$ cat src/rtl/flash_prot_pkg.sv
package flash_prot_pkg;
  localparam int AREAS     = 2;
  localparam int DATA_W    = 8;
  localparam int ADDR_W    = 3;
  localparam int CTRL_BITS = 3;

  typedef enum logic [1:0] {
    MODE_IDLE  = 2'd0,
    MODE_PROG  = 2'd1,
    MODE_ERASE = 2'd2
  } mode_e;

  typedef struct packed {
    logic [AREAS-1:0]  ctrlWr;
    logic [AREAS-1:0]  blkWr;
    logic              emulWr;
    logic [DATA_W-1:0] data;
  } strobe_t;

  typedef struct packed {
    logic [AREAS-1:0] wen;
    logic [AREAS-1:0] progReq;
    logic [AREAS-1:0] eraseReq;
    logic [AREAS-1:0] blkAny;
    logic             emul;
  } perm_t;
endpackage

$ cat src/rtl/fp_datapath.sv
module fp_datapath
  import flash_prot_pkg::*;
#(
  parameter int STAT_W = 3 * AREAS + 1
) (
  input  logic              clk,
  input  logic              rstN,
  input  strobe_t           strb,
  input  logic [ADDR_W-1:0] regAddr,
  input  logic [STAT_W-1:0] statVec,
  output perm_t             perm,
  output logic [DATA_W-1:0] regRdata
);
  localparam int ADDR_EMUL = 2 * AREAS;
  localparam int ADDR_STAT = 2 * AREAS + 1;

  logic [CTRL_BITS-1:0] ctrlQ [AREAS];
  logic [DATA_W-1:0]    blkQ  [AREAS];
  logic                 emulQ;

  for (genvar a = 0; a < AREAS; a++) begin : g_area
    always_ff @(posedge clk or negedge rstN) begin
      if (!rstN) begin
        ctrlQ[a] <= '0;
        blkQ[a]  <= '0;
      end else begin
        if (strb.ctrlWr[a]) ctrlQ[a] <= strb.data[CTRL_BITS-1:0];
        if (strb.blkWr[a])  blkQ[a]  <= strb.data;
      end
    end
    assign perm.wen[a]      = ctrlQ[a][0];
    assign perm.progReq[a]  = ctrlQ[a][1];
    assign perm.eraseReq[a] = ctrlQ[a][2];
    assign perm.blkAny[a]   = |blkQ[a];
  end

  always_ff @(posedge clk or negedge rstN) begin
    if (!rstN)            emulQ <= 1'b0;
    else if (strb.emulWr) emulQ <= strb.data[0];
  end
  assign perm.emul = emulQ;

  always_comb begin
    regRdata = '0;
    for (int a = 0; a < AREAS; a++) begin
      if (regAddr == ADDR_W'(a))         regRdata = DATA_W'(ctrlQ[a]);
      if (regAddr == ADDR_W'(AREAS + a)) regRdata = blkQ[a];
    end
    if (regAddr == ADDR_W'(ADDR_EMUL)) regRdata = DATA_W'(emulQ);
    if (regAddr == ADDR_W'(ADDR_STAT)) regRdata = DATA_W'(statVec);
  end

  AST_RESET_CLEAN: assert property (@(posedge clk) $rose(rstN) |-> (emulQ == 1'b0))
    else $error("emulation flag not clear after reset");
  AST_EMUL_HOLD: assert property (@(posedge clk) disable iff (!rstN)
    !$past(strb.emulWr) |-> $stable(emulQ))
    else $error("emulation flag changed without a write");
endmodule

$ cat src/rtl/fp_control.sv
module fp_control
  import flash_prot_pkg::*;
(
  input  logic                 clk,
  input  logic                 rstN,
  input  logic                 regWe,
  input  logic [ADDR_W-1:0]    regAddr,
  input  logic [DATA_W-1:0]    regWdata,
  input  perm_t                perm,
  output strobe_t              strb,
  output logic [2*AREAS-1:0]   areaMode,
  output logic [AREAS-1:0]     areaReject,
  output logic                 protViol
);
  localparam int ADDR_EMUL = 2 * AREAS;

  logic [AREAS-1:0] violHit;

  always_comb begin
    strb        = '0;
    strb.data   = regWdata;
    strb.emulWr = regWe && (regAddr == ADDR_W'(ADDR_EMUL));
    for (int a = 0; a < AREAS; a++) begin
      strb.ctrlWr[a] = regWe && (regAddr == ADDR_W'(a));
      strb.blkWr[a]  = regWe && (regAddr == ADDR_W'(AREAS + a));
    end
  end

  for (genvar a = 0; a < AREAS; a++) begin : g_fsm
    mode_e modeQ, modeD;
    logic  rejQ, rejD, progOk, eraseOk;

    assign progOk  = perm.wen[a] && !perm.emul;
    assign eraseOk = progOk && perm.blkAny[a];

    always_comb begin
      modeD = MODE_IDLE;
      rejD  = rejQ;
      if (perm.progReq[a] && perm.eraseReq[a]) begin
        rejD = 1'b1;
      end else if (perm.progReq[a]) begin
        if (progOk) begin modeD = MODE_PROG;  rejD = 1'b0; end
        else        rejD = 1'b1;
      end else if (perm.eraseReq[a]) begin
        if (eraseOk) begin modeD = MODE_ERASE; rejD = 1'b0; end
        else         rejD = 1'b1;
      end
    end

    assign violHit[a] = ((modeQ == MODE_PROG) && !progOk) ||
                        ((modeQ == MODE_ERASE) && !eraseOk);

    always_ff @(posedge clk or negedge rstN) begin
      if (!rstN) begin
        modeQ <= MODE_IDLE;
        rejQ  <= 1'b0;
      end else begin
        modeQ <= modeD;
        rejQ  <= rejD;
      end
    end

    assign areaMode[2*a +: 2] = modeQ;
    assign areaReject[a]      = rejQ;

    AST_NO_WEN_IDLE: assert property (@(posedge clk) disable iff (!rstN)
      !$past(perm.wen[a]) |-> (modeQ == MODE_IDLE))
      else $error("mode entered without write-enable");
    AST_ERASE_NEEDS_BLOCK: assert property (@(posedge clk) disable iff (!rstN)
      (modeQ == MODE_ERASE) |-> $past(perm.blkAny[a]))
      else $error("erase without an enabled block");
    AST_EMUL_LOCK: assert property (@(posedge clk) disable iff (!rstN)
      $past(perm.emul) |-> (modeQ == MODE_IDLE))
      else $error("mode entered under emulation lock");
    AST_BOTH_REQ: assert property (@(posedge clk) disable iff (!rstN)
      $past(perm.progReq[a] && perm.eraseReq[a]) |-> (modeQ == MODE_IDLE) && rejQ)
      else $error("conflicting request not refused");
    AST_MODE_LEGAL: assert property (@(posedge clk) disable iff (!rstN)
      modeQ != 2'd3)
      else $error("illegal mode code");
  end

  always_ff @(posedge clk or negedge rstN) begin
    if (!rstN)         protViol <= 1'b0;
    else if (|violHit) protViol <= 1'b1;
  end

  AST_VIOL_STICKY: assert property (@(posedge clk) disable iff (!rstN)
    $past(protViol) |-> protViol)
    else $error("violation flag cleared");
endmodule

$ cat src/rtl/flash_prot_ctrl.sv
module flash_prot_ctrl
  import flash_prot_pkg::*;
(
  input  logic                clk,
  input  logic                rstN,
  input  logic                regWe,
  input  logic [ADDR_W-1:0]   regAddr,
  input  logic [DATA_W-1:0]   regWdata,
  output logic [DATA_W-1:0]   regRdata,
  output logic [2*AREAS-1:0]  areaMode,
  output logic [AREAS-1:0]    areaReject,
  output logic                protViol
);
  localparam int STAT_W = 3 * AREAS + 1;

  strobe_t strb;
  perm_t   perm;

  fp_control i_control (
    .clk, .rstN, .regWe, .regAddr, .regWdata, .perm,
    .strb, .areaMode, .areaReject, .protViol
  );

  fp_datapath #(.STAT_W(STAT_W)) i_datapath (
    .clk, .rstN, .strb, .regAddr,
    .statVec({protViol, areaReject, areaMode}),
    .perm, .regRdata
  );
endmodule

$ cat config.mk
export PLATFORM = sky130hd
export DESIGN_NAME = flash_prot_ctrl
export DESIGN_NICKNAME = d
export VERILOG_FILES = /design/src/rtl/flash_prot_pkg.sv /design/src/rtl/fp_datapath.sv /design/src/rtl/fp_control.sv /design/src/rtl/flash_prot_ctrl.sv
export SDC_FILE = /design/constraint.sdc
export NUM_CORES = 1
export LEC_CHECK = 0
export BUFFER_PORTS_ARGS = -buffer_cell sky130_fd_sc_hd__buf_2
export CAP_MARGIN = 5
export CORE_MARGIN = 2
export CORE_UTILIZATION = 54
export CTS_CLUSTER_DIAMETER = 50
export DETAILED_ROUTE_END_ITERATION = 12
export PLACE_DENSITY_LB_ADDON = 0.1
export SYNTH_ARGS = -nofsm -noshare
export SYNTH_HDL_FRONTEND = slang
export SYNTH_SLANG_ARGS = --single-unit
$ cat constraint.sdc
create_clock -name clk -period 1.2 [get_ports clk]
set_input_delay 0.12 -clock clk [delete_from_list [all_inputs] [get_ports clk]]
set_output_delay 0.12 -clock clk [all_outputs]
set_load 0.03 [all_outputs]
==> results <==
- Row generation in the floorplan step produced 19 rows.
- The initial utilization of the core area, before any placement, comes to 0.567.
- The die covers ~3300 µm².
- The proportion of netlist area held by the largest area contributor is 0.480.
- The largest net degree at the start of global routing is 31.
- Subtracting the final worst setup slack from the clock period gives about 1600 ps.
- The die is ~58 µm wide.
- The met1 usage is 0.340.
- The number of antenna violations at the first check in global routing is 0.
- The overall fraction of global-route tracks in use is 0.270.
- The type of the worst setup path is reg2out.
- The most common flop cell mapped by yosys is sky130_fd_sc_hd__dfrtp_1.
- The setup slack after layout is -445 ps.
- Of the synthesized area, sequential elements account for 0.480.
- The total power density per cell area is 1520 nW/µm².
- The placeable core area is between 2000 and 3000 µm².
- Measured along the y axis, the die boundary spans 57.8 µm.
- The Yosys step of the flow raised 0 warnings.
- The maximum clock frequency is 0.608 GHz.
- Setup repair after global routing could not meet its margin everywhere.
- The worst clock skew is 8.90 ps.
- The endpoint type of the worst setup path is an output pin.
- The synthesized design spends more area on one cell type than any other, namely sky130_fd_sc_hd__dfrtp_1.
- The register-to-register setup slack is -20 ps.
- The routability congestion estimate is slightly below 0.9.
- Summed over all layers, the global routing overflow is 0.
- By area the synthesized netlist is led by sky130_fd_sc_hd__dfrtp_1 (48%), sky130_fd_sc_hd__mux2_2 (16%), sky130_fd_sc_hd__mux2i_1 (6.4%).
- The number of detailed-routing iterations run before antenna repair is 5.
- In the global route stage, met3 resource usage came out at 0.0670.
- The final-layout worst hold slack is 33.6 ps.
- Clock latency on the worst-skew pair, taken at its later pin, is around 330 ps.
- For the worst setup path, the data arrival time is approximately 1500 ps.
- STA classifies the critical path startpoint as a register.
- The leading cell type by number of instances after synthesis is sky130_fd_sc_hd__dfrtp_1.
- The vias after detailed routing is approximately 1,300.
- The H-tree was split into 2 levels.
- For this run, the post-layout net count is between 200 and 250.
- The tree is rooted in a sky130_fd_sc_hd__clkbuf_4.
- The final routed DRC violation total is 0.
- The number of design-rule violations left by the first detailed-router iteration is 33.
- The post-synthesis register bit count is 30.
- After detailed routing, the average wire length per cell comes to around 17 µm.
- The synthesized netlist net count is between 100 and 150.
- The total of max-cap violations is 0.
- The worst slew margin relative to its limit is 0.746.
- The number of top-level pins is 29.
- The actual transition at the worst max-transition pin is between 300 and 400 ps.
- The final cell count without fillers is 226.
- The flow ran to the end, but the final reports show violations.
- The detailed placement HPWL is roughly 2800 µm.
- The total clock buffers created by CTS is 5.
- The first global-routing pass estimated 6580 µm of wire.
- The overall routed net length is between 3000 and 4000 µm.
- The reported leakage power is around 1.1 nW.
- The finished cells cover 2220 µm².
- The number of different library cells in the post-synthesis netlist is 30.
- The mapped netlist covers approximately 1600 µm².
- In this run the tool buffered the top-level ports with 28 buffer cells.
- From synthesis to final layout, the design area changed by 41.7%.
- After detailed routing, the number of vias per cell comes to approximately 5.6.
- The total placed cells including tap cells is ~210.
- Fill cells in the final layout number 177.
- The maximum net fanout on the critical path is 2.
- The layer flagged by global routing as most heavily used is met2.
- The maximum number of buffers from clock root to sink is 2.
- In the synthesized netlist, the cells that appear most often are sky130_fd_sc_hd__dfrtp_1 (30), sky130_fd_sc_hd__mux2_2 (22), sky130_fd_sc_hd__nand2_1 (11), sky130_fd_sc_hd__mux2i_1 (10), sky130_fd_sc_hd__o21ai_0 (8).
- The area of the multi-input gates is 832 µm².
- The share of the clock period used by the worst path is 1.37.
- Summing all placed instances gives a cell area of slightly below 2000 µm².
- After clock tree synthesis, the clock-pin slew on the worst setup and hold paths is 90 ps.
- For this run, asynchronously set or reset flops after synthesis account for 1.00.
- The number of inserted diodes is 0.
- Across the whole layout, storage elements account for between 700 and 800 µm².
- The path type of the worst min-delay path is in2reg.
- The number of nets with antenna violations after detailed routing is 0.
- The worst ir drop on vdd is roughly 1.4 mV.
- The data required time of the critical path is 1080 ps.
- The number of setup violations in the final report is 10.
- The global routing usage on met2 is 0.448.
- TritonCTS built the clock tree.
- The number of sinks handled by clock tree synthesis is 30.
- In the final layout, the share of cells above drive strength 1 is 0.595.
- The per-instance average area after synthesis is 12.3 µm².
- The final-report max-slew violation count came to 0.
- Synthesis produced 127 cells.
- The number of global-route vias before repair is 1,304.
- The final-report hold violation count is 0.
- The checks that failed: setup timing.
- The number of synthesized flops with an enable pin is 0.
## worst paths after layout
path / startpoint / end / depth (start not counted)
max: i_control.g_fsm[0].modeQ[0] / regRdata[0] / 4
min: regWdata[3] / i_datapath.blkQ[11] / 2
max reg2reg: i_datapath.emulQ / i_control.protViol / 4
min reg2reg: i_datapath.blkQ[9] / i_datapath.blkQ[9] / 1
max in group asynchronous: rstN / i_control.g_fsm[1].modeQ[1] / 3
min in group asynchronous: rstN / i_datapath.perm[4] / 3
## layout make-up
class / instances / area share
clock buffers: 7 / 0.0248
clock inverters: 1 / 0.00226
inverters: 4 / 0.00678
multi-input cells: 86 / 0.375
flip-flops and latches: 30 / 0.340
well taps: 31 / 0.0175
repair buffers: 67 / 0.233
## metal layers
metal | vias to the layer above | share of wire
li1 | 598 | -
met1 | 631 | 0.43
met2 | 28 | 0.51
met3 | 6 | 0.035
met4 | 0 | 0.018
met5 | - | 0
## power by group
part	internal [mW]	switching [mW]
Sequential	1.22	0.175
Combinational	0.717	0.633
Clock	0.284	0.337
Total	2.22	1.15
## stage by stage
stage | power, mW | setup slack, ps | TNS [ps] | utilization
finish | 3.37 | -445 | -1800 | 0.804
global route | 3.54 | -482 | -2480 | 0.804
CTS | 3.29 | -432 | -1720 | 0.786
detailed placement | 2.44 | -218 | -2490 | 0.700
global placement | 2.39 | -123 | -1670 | 0.700
floorplan | 1.99 | -68.7 | -68.7 | -
## critical path, cell delays in order (launching register included)
cell	delay, ps
sky130_fd_sc_hd__dfrtp_2	410
sky130_fd_sc_hd__mux4_2	490
sky130_fd_sc_hd__inv_2	70
sky130_fd_sc_hd__o22ai_2	70
sky130_fd_sc_hd__buf_6	150
## placed cells by master, fill, tap and decap left out, drive strengths merged, types with 2 or more instances in the layout
cell type / instances
nor3: 2
a211oi: 2
nor2b: 3
o211a: 2
buf: 66
inv: 4
mux2: 22
nand2: 11
nor4: 4
mux2i: 10
dfrtp: 30
o21ai: 8
clkbuf: 7
nor3b: 2
a21oi: 2
nand2b: 3
nand4b: 2
nor4b: 2
## flip-flops by register name, indices dropped and copies added, names as in the netlist
signal,count
i_control.g_fsm.modeQ,4
i_control.g_fsm.rejQ,2
i_control.protViol,1
i_datapath.blkQ,16
i_datapath.emulQ,1
i_datapath.perm,6
## repair_timing
item	CTS	global route
buffers inserted	7	2
hold buffers	1	0
gates resized for setup	30	12
endpoints found under the hold margin	30	0
pin swaps	5	5
endpoints found under the setup margin	11	14
## cells by family after synthesis
kind of cell,after synthesis,synth area share
AND/OR/NAND/NOR,34,0.156
multiplexers,33,0.237
flip-flops,30,0.480
AO/OA/AOI/OAI,18,0.0736
buffers and inverters,11,0.0480
XOR/XNOR,1,0.00560
Power figures use the tool's default switching activity.
